### src/rtl/pit_pkg.sv
package pit_pkg;
  localparam int BYTE_W  = 8;
  localparam int CNT_W   = 16;
  localparam int SPAN_W  = CNT_W + 1;
  localparam int DIGITS  = CNT_W / 4;

  typedef enum logic [1:0] {
    ACC_LATCH = 2'b00,
    ACC_LO    = 2'b01,
    ACC_HI    = 2'b10,
    ACC_BOTH  = 2'b11
  } acc_e;

  typedef enum logic [2:0] {
    M_TERM   = 3'd0,
    M_ONESHOT = 3'd1,
    M_RATE   = 3'd2,
    M_SQUARE = 3'd3,
    M_SWSTB  = 3'd4,
    M_HWSTB  = 3'd5
  } mode_e;

  // Fields 110 and 111 fold onto the rate and square modes.
  function automatic mode_e decode_mode(input logic [2:0] f);
    if (f[2:1] == 2'b11) return mode_e'({1'b0, f[1:0]});
    return mode_e'(f);
  endfunction

  // Decimal step-down, one nibble per digit, borrow rippling upward.
  function automatic logic [CNT_W-1:0] bcd_step(input logic [CNT_W-1:0] v);
    logic [CNT_W-1:0] r;
    logic borrow;
    borrow = 1'b1;
    r = v;
    for (int d = 0; d < DIGITS; d++) begin
      if (borrow) begin
        if (v[4*d +: 4] == 4'd0) r[4*d +: 4] = 4'd9;
        else begin
          r[4*d +: 4] = v[4*d +: 4] - 4'd1;
          borrow = 1'b0;
        end
      end
    end
    return r;
  endfunction

  // Number of count clocks a loaded value spans, with 0 meaning full range.
  function automatic logic [SPAN_W-1:0] count_span(input logic [CNT_W-1:0] v, input logic bcd);
    if (v == '0) return bcd ? SPAN_W'(10000) : SPAN_W'(1) << CNT_W;
    if (!bcd) return SPAN_W'(v);
    return SPAN_W'(v[15:12]) * SPAN_W'(1000) + SPAN_W'(v[11:8]) * SPAN_W'(100)
         + SPAN_W'(v[7:4]) * SPAN_W'(10) + SPAN_W'(v[3:0]);
  endfunction
endpackage

### src/rtl/pit_engine.sv
module pit_engine
  import pit_pkg::*;
(
  input  logic             clk,
  input  logic             rst_n,
  input  logic             cfg_we,
  input  mode_e            cfg_mode,
  input  logic             cfg_bcd,
  input  logic             commit,
  input  logic [CNT_W-1:0] load_val,
  input  logic             tick,
  input  logic             gate,
  input  logic             gate_rise,
  output logic [CNT_W-1:0] count,
  output logic             out
);
  mode_e            mode;
  logic             bcd, armed, trig, fired;
  logic [CNT_W-1:0] reload;
  logic [SPAN_W-1:0] half_ctr;
  logic [CNT_W-1:0] nxt;
  logic [SPAN_W-1:0] span_r, span_hi, span_lo, span_new;

  assign nxt      = bcd ? bcd_step(count) : count - CNT_W'(1);
  assign span_r   = count_span(reload, bcd);
  assign span_hi  = (span_r + SPAN_W'(1)) >> 1;
  assign span_lo  = span_r >> 1;
  assign span_new = (count_span(load_val, bcd) + SPAN_W'(1)) >> 1;

  always_ff @(posedge clk) begin
    if (!rst_n) begin
      mode     <= M_TERM;
      bcd      <= 1'b0;
      armed    <= 1'b0;
      trig     <= 1'b0;
      fired    <= 1'b0;
      reload   <= '0;
      count    <= '0;
      half_ctr <= '0;
      out      <= 1'b0;
    end else if (cfg_we) begin
      mode  <= cfg_mode;
      bcd   <= cfg_bcd;
      armed <= 1'b0;
      out   <= (cfg_mode != M_TERM);
    end else if (commit) begin
      reload   <= load_val;
      count    <= load_val;
      armed    <= 1'b1;
      trig     <= 1'b0;
      fired    <= 1'b0;
      half_ctr <= span_new;
      out      <= (mode != M_TERM);
    end else if (armed) begin
      case (mode)
        M_TERM: begin
          if (tick && gate) begin
            count <= nxt;
            if (nxt == '0) out <= 1'b1;
          end
        end
        M_ONESHOT: begin
          if (gate_rise) begin
            count <= reload;
            trig  <= 1'b1;
            out   <= 1'b0;
          end else if (tick && trig) begin
            count <= nxt;
            if (nxt == '0) out <= 1'b1;
          end
        end
        M_RATE: begin
          if (!gate) out <= 1'b1;
          else if (gate_rise) begin
            count <= reload;
            out   <= 1'b1;
          end else if (tick) begin
            if (count == CNT_W'(1)) begin
              count <= reload;
              out   <= 1'b1;
            end else begin
              count <= nxt;
              out   <= (nxt != CNT_W'(1));
            end
          end
        end
        M_SQUARE: begin
          if (!gate) out <= 1'b1;
          else if (gate_rise) begin
            count    <= reload;
            out      <= 1'b1;
            half_ctr <= span_hi;
          end else if (tick) begin
            count <= (count == CNT_W'(1)) ? reload : nxt;
            if (half_ctr == SPAN_W'(1)) begin
              out      <= ~out;
              half_ctr <= out ? span_lo : span_hi;
            end else begin
              half_ctr <= half_ctr - SPAN_W'(1);
            end
          end
        end
        M_SWSTB, M_HWSTB: begin
          if (mode == M_HWSTB && gate_rise) begin
            count <= reload;
            trig  <= 1'b1;
            fired <= 1'b0;
            out   <= 1'b1;
          end else if (tick && (mode == M_HWSTB ? trig : gate)) begin
            count <= nxt;
            if (!out) out <= 1'b1;
            else if (nxt == '0 && !fired) begin
              out   <= 1'b0;
              fired <= 1'b1;
            end
          end
        end
        default: ;
      endcase
    end
  end
endmodule

### src/rtl/pit_channel.sv
module pit_channel
  import pit_pkg::*;
(
  input  logic              clk,
  input  logic              rst_n,
  input  logic              ctrl_we,
  input  logic              data_we,
  input  logic              data_re,
  input  logic [BYTE_W-1:0] wdata,
  input  logic              tick,
  input  logic              gate,
  input  logic              gate_rise,
  output logic [BYTE_W-1:0] rd_byte,
  output logic [CNT_W-1:0]  snap,
  output logic              latched,
  output logic              out
);
  acc_e              acc;
  logic              wr_hi, rd_hi;
  logic [BYTE_W-1:0] lsb_hold;
  logic [CNT_W-1:0]  count, load_val, src;
  logic              cfg_we, latch_cmd, commit;
  acc_e              acc_in;

  assign acc_in    = acc_e'(wdata[5:4]);
  assign cfg_we    = ctrl_we && (acc_in != ACC_LATCH);
  assign latch_cmd = ctrl_we && (acc_in == ACC_LATCH);
  assign commit    = data_we && (acc != ACC_BOTH || wr_hi);

  always_comb begin
    case (acc)
      ACC_LO:  load_val = {{BYTE_W{1'b0}}, wdata};
      ACC_HI:  load_val = {wdata, {BYTE_W{1'b0}}};
      default: load_val = {wdata, lsb_hold};
    endcase
  end

  assign src     = latched ? snap : count;
  assign rd_byte = (acc == ACC_HI || (acc == ACC_BOTH && rd_hi)) ? src[CNT_W-1 -: BYTE_W]
                                                                 : src[BYTE_W-1:0];

  always_ff @(posedge clk) begin
    if (!rst_n) begin
      acc      <= ACC_BOTH;
      wr_hi    <= 1'b0;
      rd_hi    <= 1'b0;
      lsb_hold <= '0;
      latched  <= 1'b0;
      snap     <= '0;
    end else if (cfg_we) begin
      acc     <= acc_in;
      wr_hi   <= 1'b0;
      rd_hi   <= 1'b0;
      latched <= 1'b0;
    end else begin
      if (latch_cmd && !latched) begin
        latched <= 1'b1;
        snap    <= count;
      end
      if (data_we && acc == ACC_BOTH) begin
        if (!wr_hi) lsb_hold <= wdata;
        wr_hi <= ~wr_hi;
      end
      if (data_re) begin
        if (acc == ACC_BOTH) rd_hi <= ~rd_hi;
        if (latched && (acc != ACC_BOTH || rd_hi)) latched <= 1'b0;
      end
    end
  end

  pit_engine u_engine (
    .clk       (clk),
    .rst_n     (rst_n),
    .cfg_we    (cfg_we),
    .cfg_mode  (decode_mode(wdata[3:1])),
    .cfg_bcd   (wdata[0]),
    .commit    (commit),
    .load_val  (load_val),
    .tick      (tick),
    .gate      (gate),
    .gate_rise (gate_rise),
    .count     (count),
    .out       (out)
  );
endmodule

### src/rtl/pit3_timer.sv
module pit3_timer
  import pit_pkg::*;
#(
  parameter int NUM_CH = 3
) (
  input  logic              clk,
  input  logic              rst_n,
  input  logic [1:0]        bus_addr,
  input  logic              bus_wr,
  input  logic              bus_rd,
  input  logic [BYTE_W-1:0] bus_wdata,
  output logic [BYTE_W-1:0] bus_rdata,
  input  logic [NUM_CH-1:0] ch_tick,
  input  logic [NUM_CH-1:0] ch_gate,
  output logic [NUM_CH-1:0] ch_out
);
  localparam logic [1:0] CTRL_ADDR = 2'd3;

  logic [NUM_CH-1:0]              gate_q, gate_rise, latched;
  logic [NUM_CH-1:0][BYTE_W-1:0]  rd_byte;
  logic [NUM_CH-1:0][CNT_W-1:0]   snap;

  assign gate_rise = ch_gate & ~gate_q;

  always_ff @(posedge clk) begin
    if (!rst_n) gate_q <= '0;
    else        gate_q <= ch_gate;
  end

  always_ff @(posedge clk) begin
    if (!rst_n) bus_rdata <= '0;
    else if (bus_rd) begin
      bus_rdata <= '0;
      for (int c = 0; c < NUM_CH; c++)
        if (bus_addr == 2'(c)) bus_rdata <= rd_byte[c];
    end
  end

  for (genvar c = 0; c < NUM_CH; c++) begin : g_ch
    pit_channel u_ch (
      .clk       (clk),
      .rst_n     (rst_n),
      .ctrl_we   (bus_wr && bus_addr == CTRL_ADDR && bus_wdata[7:6] == 2'(c)),
      .data_we   (bus_wr && bus_addr == 2'(c)),
      .data_re   (bus_rd && bus_addr == 2'(c)),
      .wdata     (bus_wdata),
      .tick      (ch_tick[c]),
      .gate      (ch_gate[c]),
      .gate_rise (gate_rise[c]),
      .rd_byte   (rd_byte[c]),
      .snap      (snap[c]),
      .latched   (latched[c]),
      .out       (ch_out[c])
    );
  end
endmodule

### config.mk
export PLATFORM = sky130hd
export DESIGN_NAME = pit3_timer
export DESIGN_NICKNAME = d
export VERILOG_FILES = /design/src/rtl/pit_pkg.sv /design/src/rtl/pit_engine.sv /design/src/rtl/pit_channel.sv /design/src/rtl/pit3_timer.sv
export SDC_FILE = /design/constraint.sdc
export NUM_CORES = 2
export LEC_CHECK = 0
export BUFFER_PORTS_ARGS = -buffer_cell sky130_fd_sc_hd__buf_4
export CORE_MARGIN = 2
export CORE_UTILIZATION = 55
export DETAILED_ROUTE_END_ITERATION = 10
export GPL_TIMING_DRIVEN = 0
export PLACE_DENSITY_LB_ADDON = 0.2
export SYNTH_ARGS = -nofsm -noshare
export SYNTH_HDL_FRONTEND = slang
export SYNTH_SLANG_ARGS = --single-unit
export TNS_END_PERCENT = 30
### constraint.sdc
create_clock -name clk -period 7.69 [get_ports clk]
set_clock_uncertainty 0.1 [all_clocks]
set_input_delay 0.3845 -clock clk [delete_from_list [all_inputs] [get_ports clk]]
set_output_delay 0.3845 -clock clk [all_outputs]
set_load 0.005 [all_outputs]
### Yosys cells after proc, flatten, opt, wreduce, memory -nomap -nowiden

Cells that the tools add are included.

| word-level totals | value |
|---|---|
| bits in registers | 269 |
| input bits | 20 |
| output and inout bits | 11 |
| word-level logic and storage cells | 632 |

| operators by class | value |
|---|---|
| add/sub/neg operators | 42 |
| multiply operators | 18 |
| eq/ne operators | 81 |
| multiplexer cells | 264 |
| bitwise logic cells | 15 |
| reduce and logical (&&, ||, !) cells | 165 |

Operators with widths:

| operator | count |
|---|---|
| $mux 17 | 48 |
| $mux 16 | 42 |
| $pmux 16 s4 | 3 |
| $logic_not 16->1 | 9 |
| $mux 1 | 133 |
| $add 16x4->17 | 6 |
| $add 17x1->17 const B | 6 |
| $add 15x8->16 | 6 |
| $pmux 16 s2 | 3 |
| $add 14x11->15 | 6 |
| $mux 4 | 21 |
| $mul 4x7->11 const B | 6 |
| $reduce_bool 3->1 | 22 |
| $mul 4x5->9 const B | 6 |
| $ne 6x4->1 const B | 9 |
| $eq 17x1->1 const B | 3 |
| $sub 17x1->17 const B | 3 |
| $eq 16x1->1 const B | 3 |
| $logic_not 4->1 | 12 |
| $mux 8 | 6 |
| $ne 16x1->1 const B | 3 |
| $reduce_and 8->1 | 6 |
| $sub 16x1->16 const B | 3 |
| $sub 4x1->4 const B | 12 |
| 32 further kinds | 208 |

### Depth between registers and ports, before layout

| logic depth | value |
|---|---|
| depth in word-level cells | 16 |
| gate-level depth with buffers | 30 |

### Hierarchy

From an unflattened synthesis, not the netlist that was laid out.

| unflattened totals | value |
|---|---|
| cell total of the unflattened synthesis | 4013 |
| area, all modules | 31549.0 µm² |

Modules (own cells, without submodules):

| module | times used | cells each | area an instance (µm²) | sequential area each (µm²) |
|---|---|---|---|---|
| pit_engine at g_ch[1].u_ch.u_engine | 1 | 1137 | 8861.0 | 1141.1 |
| pit_engine at g_ch[2].u_ch.u_engine | 1 | 1124 | 8747.1 | 1141.1 |
| pit_engine at g_ch[0].u_ch.u_engine | 1 | 1127 | 8595.7 | 1141.1 |
| pit_channel | 3 | 183 | 1566.5 | 580.6 |
| pit3_timer | 1 | 76 | 645.6 | 220.2 |

### Worst setup path before layout

No wires, ideal clock.

| path | value |
|---|---|
| path type | reg2reg |
| start point | register g_ch[1].u_ch.acc[0] |
| end point | register g_ch[1].u_ch.u_engine.half_ctr[15] |
| setup time | 0.074 ns |
| arrival time | 6.513 ns |
| slack | 1.003 ns |
| cell stages (with the launch flop) | 29 |
| path buffers | 2 |
| period minus slack after synthesis | 6.687 ns |
| cell sequence | dfxtp_1 inv_1 ha_1 clkbuf_1 or2_2 clkbuf_1 nand2_1 inv_1 ha_1 ha_1 inv_1 fa_1 inv_1 ha_1 nor2b_1 o21ai_0 nand2b_1 xnor2_1 ha_1 ha_1 ha_1 or3_1 a221oi_1 nand3b_1 a31oi_1 nor4b_1 o2111ai_1 or4_1 a31oi_1 |

| on the way | value |
|---|---|
| longest elaborated chain between the ends | 10 |

RTL lines:

| item | line | text |
|---|---|---|
| from (decl) | pit_channel.sv:18 | `acc_e acc;` |
| from (signal assigned) | pit_channel.sv:51 | `acc <= acc_in;` |
| $eq 2x2->1 / $eq 2x1->1 (equally long branches) | pit_channel.sv:31 | `case (acc)` |
| $pmux 16 s2 (*) | pit_channel.sv:31 |  |
| via g_ch[1].u_ch.load_val[14] | pit_channel.sv:21 | `logic [CNT_W-1:0] count, load_val, src;` |
| $mul 4x7->11 | pit_pkg.sv:51 | `return SPAN_W'(v[15:12]) * SPAN_W'(1000) + SPAN_W'(v[11:8]) * SPAN_W'(100)` |
| $add 14x11->15 | pit_pkg.sv:51 |  |
| $add 15x8->16 | pit_pkg.sv:52 | `+ SPAN_W'(v[7:4]) * SPAN_W'(10) + SPAN_W'(v[3:0]);` |
| $add 16x4->17 | pit_pkg.sv:52 |  |
| $mux 17 | pit_pkg.sv:51 |  |
| $mux 17 (*) | pit_pkg.sv:50 | `if (!bcd) return SPAN_W'(v);` |
| $add 17x1->17 (*) | pit_engine.sv:28 | `assign span_new = (count_span(load_val, bcd) + SPAN_W'(1)) >> 1;` |
| $mux 17 (*) | pit_engine.sv:46 | `end else if (commit) begin` |
| to (signal assigned) | pit_engine.sv:52 | `half_ctr <= span_new;` |
| to (signal assigned) | pit_engine.sv:92 | `half_ctr <= span_hi;` |
| to (signal assigned) | pit_engine.sv:97 | `half_ctr <= out ? span_lo : span_hi;` |
| to (decl) | pit_engine.sv:20 | `logic [SPAN_W-1:0] half_ctr;` |

Mark *: on every way through the listed nets, which the timed path passes. The rest lies on a longest branch.
A chain may end at the register's enable or synchronous reset.

### Worst setup path after layout

| path | value |
|---|---|
| start point | register g_ch[0].u_ch.acc[0] |
| end point | register g_ch[0].u_ch.u_engine.half_ctr[15] |

| on the way | value |
|---|---|
| longest elaborated chain between the ends | 10 |

RTL lines:

| item | line |
|---|---|
| from (decl) | pit_channel.sv:18 |
| from (signal assigned) | pit_channel.sv:51 |
| $eq 2x2->1 / $eq 2x1->1 (equally long branches) | pit_channel.sv:31 |
| $pmux 16 s2 (*) | pit_channel.sv:31 |
| via g_ch[0].u_ch.load_val[15] | pit_channel.sv:21 |
| $mul 4x7->11 | pit_pkg.sv:51 |
| $add 14x11->15 | pit_pkg.sv:51 |
| $add 15x8->16 | pit_pkg.sv:52 |
| $add 16x4->17 | pit_pkg.sv:52 |
| $mux 17 | pit_pkg.sv:51 |
| $mux 17 (*) | pit_pkg.sv:50 |
| $add 17x1->17 (*) | pit_engine.sv:28 |
| $mux 17 (*) | pit_engine.sv:46 |
| to (signal assigned) | pit_engine.sv:52 |
| to (signal assigned) | pit_engine.sv:92 |
| to (signal assigned) | pit_engine.sv:97 |
| to (decl) | pit_engine.sv:20 |

Marked as above.

==> flow_metrics.tcl <==
set metrics [dict create \
    ys_seq_area_frac 0.1749 \
    worstPathMaxFanout 10 \
    via_per_inst 6.431 \
    slew_violations 0 \
    finalPower_mw 5.310 \
    crit_slowest_cell "fa_1" \
    required_ps 8090 \
    wl_per_cell_um 21.54 \
    slew_headroom 0.08301 \
    p_comb_frac 0.403 \
    ant_nets 0 \
    portBuffers 25 \
    p_switching_mw 2.004 \
    grt_pass1_vias 28950 \
    max_stage_delay_ps 510 \
    post-dp-hpwl_um 81760 \
    peakVddDrop_v 0.0003494 \
    numCtsBuffers 34 \
    firstDrtPassIters 6 \
    fillers 5227 \
    fin_nets 4566 \
    tightest_slew_ps 1363 \
    critPathCaptureType "flip-flop" \
    min_path_type "in -> reg" \
    setup_viol 0 \
    htreeDepth 2 \
    die_y_um 240.6 \
    switching_share 0.3774 \
    place_area_sq_um 31910 \
    ys_types 108 \
    synth-edff-count 0 \
    path_common_cell "ha_1" \
    yosys.area.top_type_share 0.1749 \
    drt_iter0_drc 3513 \
    intPower_mw 3.306 \
    fin_util 0.6002 \
    grt_pass1_wl_um 162800 \
    clockBufferDepth 3 \
    synth-main-ff-cell "dfxtp_1" \
    final.period_utilization 0.9504 \
    post_cts_buffers 0 \
    fin_cells 4874 \
    die_w_um 240.6 \
    period_needed_ps 7309 \
    grt_start_max_net_pins 14 \
    ys_warn_count 0 \
    syn_nets 4506 \
    dp_cells 4814 \
    clk_latency_ps 560 \
    ys_ff_latch 269 \
    antenna_found_initial 2 \
    syn_area_sq_um 30780 \
    worstSetupPathType "reg -> reg" \
    synthesis.instances 4041 \
    max_cap_violations 0 \
    synth_area_leaders "dfxtp_1 17%, ha_1 14%, fa_1 6.1%" \
    clock.fmax_mhz 136.8 \
    postLayoutCellArea_sq_um 33130 \
    totalWireLength_um 105000 \
    clkSinkCount 269 \
    hold_viol_final 0 \
    async_flop_share 0 \
    leakagePower_nw 14.46 \
    clock_power_share 0.325 \
    area_delta_synth_final_pct 7.634 \
    status "finished clean" \
    grt_overflow 0 \
    start_util 0.5576 \
    powerDensity_nw_per_um2 160.3 \
    drcViolationCount 0 \
    seq_power_share 0.272 \
    grt.total_usage 0.3578 \
    die_area_sq_um 57880 \
    num_vias 31350 \
    layout-drive-gt1-share 0.05455 \
    crit_arrival_ps 7710 \
    rsz0062_at_grt "false" \
    boundaryPins 31 \
    synth_largest_area_cell "dfxtp_1" \
    coreArea_sq_um 55200 \
    num_rows 86 \
    place_congestion 1.009 \
    clk_pin_slew_ps 60 \
    clockRootBuffer "clkbuf_16" \
    synth.avg_cell_area_sq_um 7.617 \
    crit_path_start_kind "flip-flop" \
    cts_tree "yes" \
]
[path summary, 6_finish.rpt]
kind	start	end	slack, ps	depth (start not counted)
max	g_ch[0].u_ch.acc[0]	g_ch[0].u_ch.u_engine.half_ctr[15]	380	30
min	ch_gate[0]	gate_q[0]	120	2
max reg2reg	g_ch[0].u_ch.acc[0]	g_ch[0].u_ch.u_engine.half_ctr[15]	380	30
min reg2reg	g_ch[0].u_ch.snap[5]	g_ch[0].u_ch.snap[5]	350	2
[critical path, delay by kind of cell (launching register included)]
family | cells | cell delay, ps
flip-flops | 1 | 390
AO/OA/AOI/OAI | 6 | 1160
XOR/XNOR | 1 | 140
AND/OR/NAND/NOR | 8 | 1890
buffers and inverters | 7 | 790
adder cells (fa/ha/maj) | 8 | 2770
[state kept, by name, indices dropped and copies added (netlist names)]
name,flops
gate_q,3
g_ch.u_ch.u_engine.count,48
g_ch.u_ch.u_engine.out,3
g_ch.u_ch.acc,6
g_ch.u_ch.u_engine.fired,3
g_ch.u_ch.latched,3
g_ch.u_ch.u_engine.reload,48
g_ch.u_ch.rd_hi,3
g_ch.u_ch.u_engine.half_ctr,51
g_ch.u_ch.u_engine.bcd,3
g_ch.u_ch.snap,48
bus_rdata,8
g_ch.u_ch.wr_hi,3
g_ch.u_ch.u_engine.armed,3
g_ch.u_ch.lsb_hold,24
g_ch.u_ch.u_engine.mode,9
g_ch.u_ch.u_engine.trig,3
[final cells by class]
type                    instances  area (sq um)  share of cell area
multi-input cells            3257         23460              0.7081
repair buffers                 26         197.7            0.005967
inverters                     272          1021             0.03082
well taps                     748         935.9             0.02825
flip-flops and latches        269          5385              0.1625
plain buffers                 241         952.2             0.02874
clock buffers                  48          1047             0.03161
clock inverters                12         130.1            0.003927
diodes                          1         2.502          0.00007553
[synthesized netlist by cell type, types with 11 or more instances]
cell type,n
fa_1,94
o21ai_0,229
or4_1,25
a211oi_1,46
o31a_1,15
nor2b_1,43
and3b_1,14
mux2i_1,76
nand3_1,101
xnor2_1,116
buf_1,23
o22ai_1,28
or3_1,32
inv_1,271
a31oi_1,62
a22oi_1,14
and3_1,37
xor2_1,67
o31ai_1,26
nand2b_1,35
o311ai_0,12
and2_1,17
nor3_1,90
o41ai_1,13
mux4_2,24
buf_2,23
or2_2,24
a21o_1,35
nor2_1,346
o221ai_1,17
a21oi_1,352
ha_1,351
nand2_1,449
dfxtp_1,269
clkbuf_1,193
nand3b_1,33
a221oi_1,20
nand4b_1,11
o21a_1,20
nor4_1,42
a211o_1,17
nand4_1,24
o211ai_1,58
nor3b_1,14
[power groups by stage]
stage / logic (mW) / clock network (mW) / registers, mW
after floorplan: 1.63 / 0 / 1.46
after global placement: 2.05 / 0 / 1.47
after detailed placement: 2.07 / 0 / 1.48
after CTS: 2.09 / 1.73 / 1.44
after global routing: 2.39 / 1.78 / 1.45
final: 2.14 / 1.73 / 1.45
[what timing repair did]
item | 4_1_cts | 5_1_grt
gates resized for setup | 0 | 13
hold buffers | 1 | 0
endpoints found under the setup margin | 0 | 12
hold endpoints to repair | 1 | 0
[cell usage in the layout, fill, tap and decap left out, types with 19 or more instances in the layout]
| master | count |
|---|---|
| dfxtp_1 | 269 |
| ha_1 | 350 |
| nor2_1 | 346 |
| mux2i_1 | 76 |
| nor3_1 | 90 |
| o22ai_1 | 27 |
| a211oi_1 | 46 |
| xnor2_1 | 116 |
| a21oi_1 | 352 |
| nand3_1 | 101 |
| o21a_1 | 20 |
| or2_2 | 24 |
| or4_1 | 25 |
| o31ai_1 | 25 |
| a21o_1 | 35 |
| nand4_1 | 24 |
| buf_2 | 23 |
| clkbuf_16 | 37 |
| fa_1 | 94 |
| nor4_1 | 42 |
| o21ai_0 | 227 |
| a221oi_1 | 19 |
| inv_1 | 271 |
| a31oi_1 | 62 |
| nor2b_1 | 43 |
| clkbuf_1 | 194 |
| nand2_1 | 444 |
| and3_1 | 37 |
| o211ai_1 | 58 |
| nand3b_1 | 33 |
| xor2_1 | 67 |
| nand2b_1 | 35 |
| buf_1 | 23 |
| buf_4 | 28 |
| or3_1 | 32 |
| mux4_2 | 24 |
[layer usage]
metal,vias to the layer above,share of wire,track usage
met3,290,0.10,0.06897
met4,4,0.052,0.1732
met5,-,0.00025,0
li1,14720,-,-
met2,1585,0.43,0.5485
met1,14750,0.42,0.4828
[per-stage QoR]
stage               setup WS (ps)  TNS (ps)  hold WS (ps)
finish                      381.2         0         122.5
global route                17.68         0         155.1
CTS                         24.20         0         106.6
detailed placement         -135.8    -336.5         345.6
global placement           -165.5    -396.8         339.7
floorplan                    1003         0         333.1
[cells by family after synthesis]
family          after synthesis  synth area share
flops                       269            0.1749
fa+ha+maj                   445            0.2038
mux                         109           0.04557
xor+xnor                    183           0.05207
buf+inv                     515           0.06434
compound gates             1130            0.2378
simple gates               1390            0.2214
Note: power is estimated with default switching activity, not from simulation.
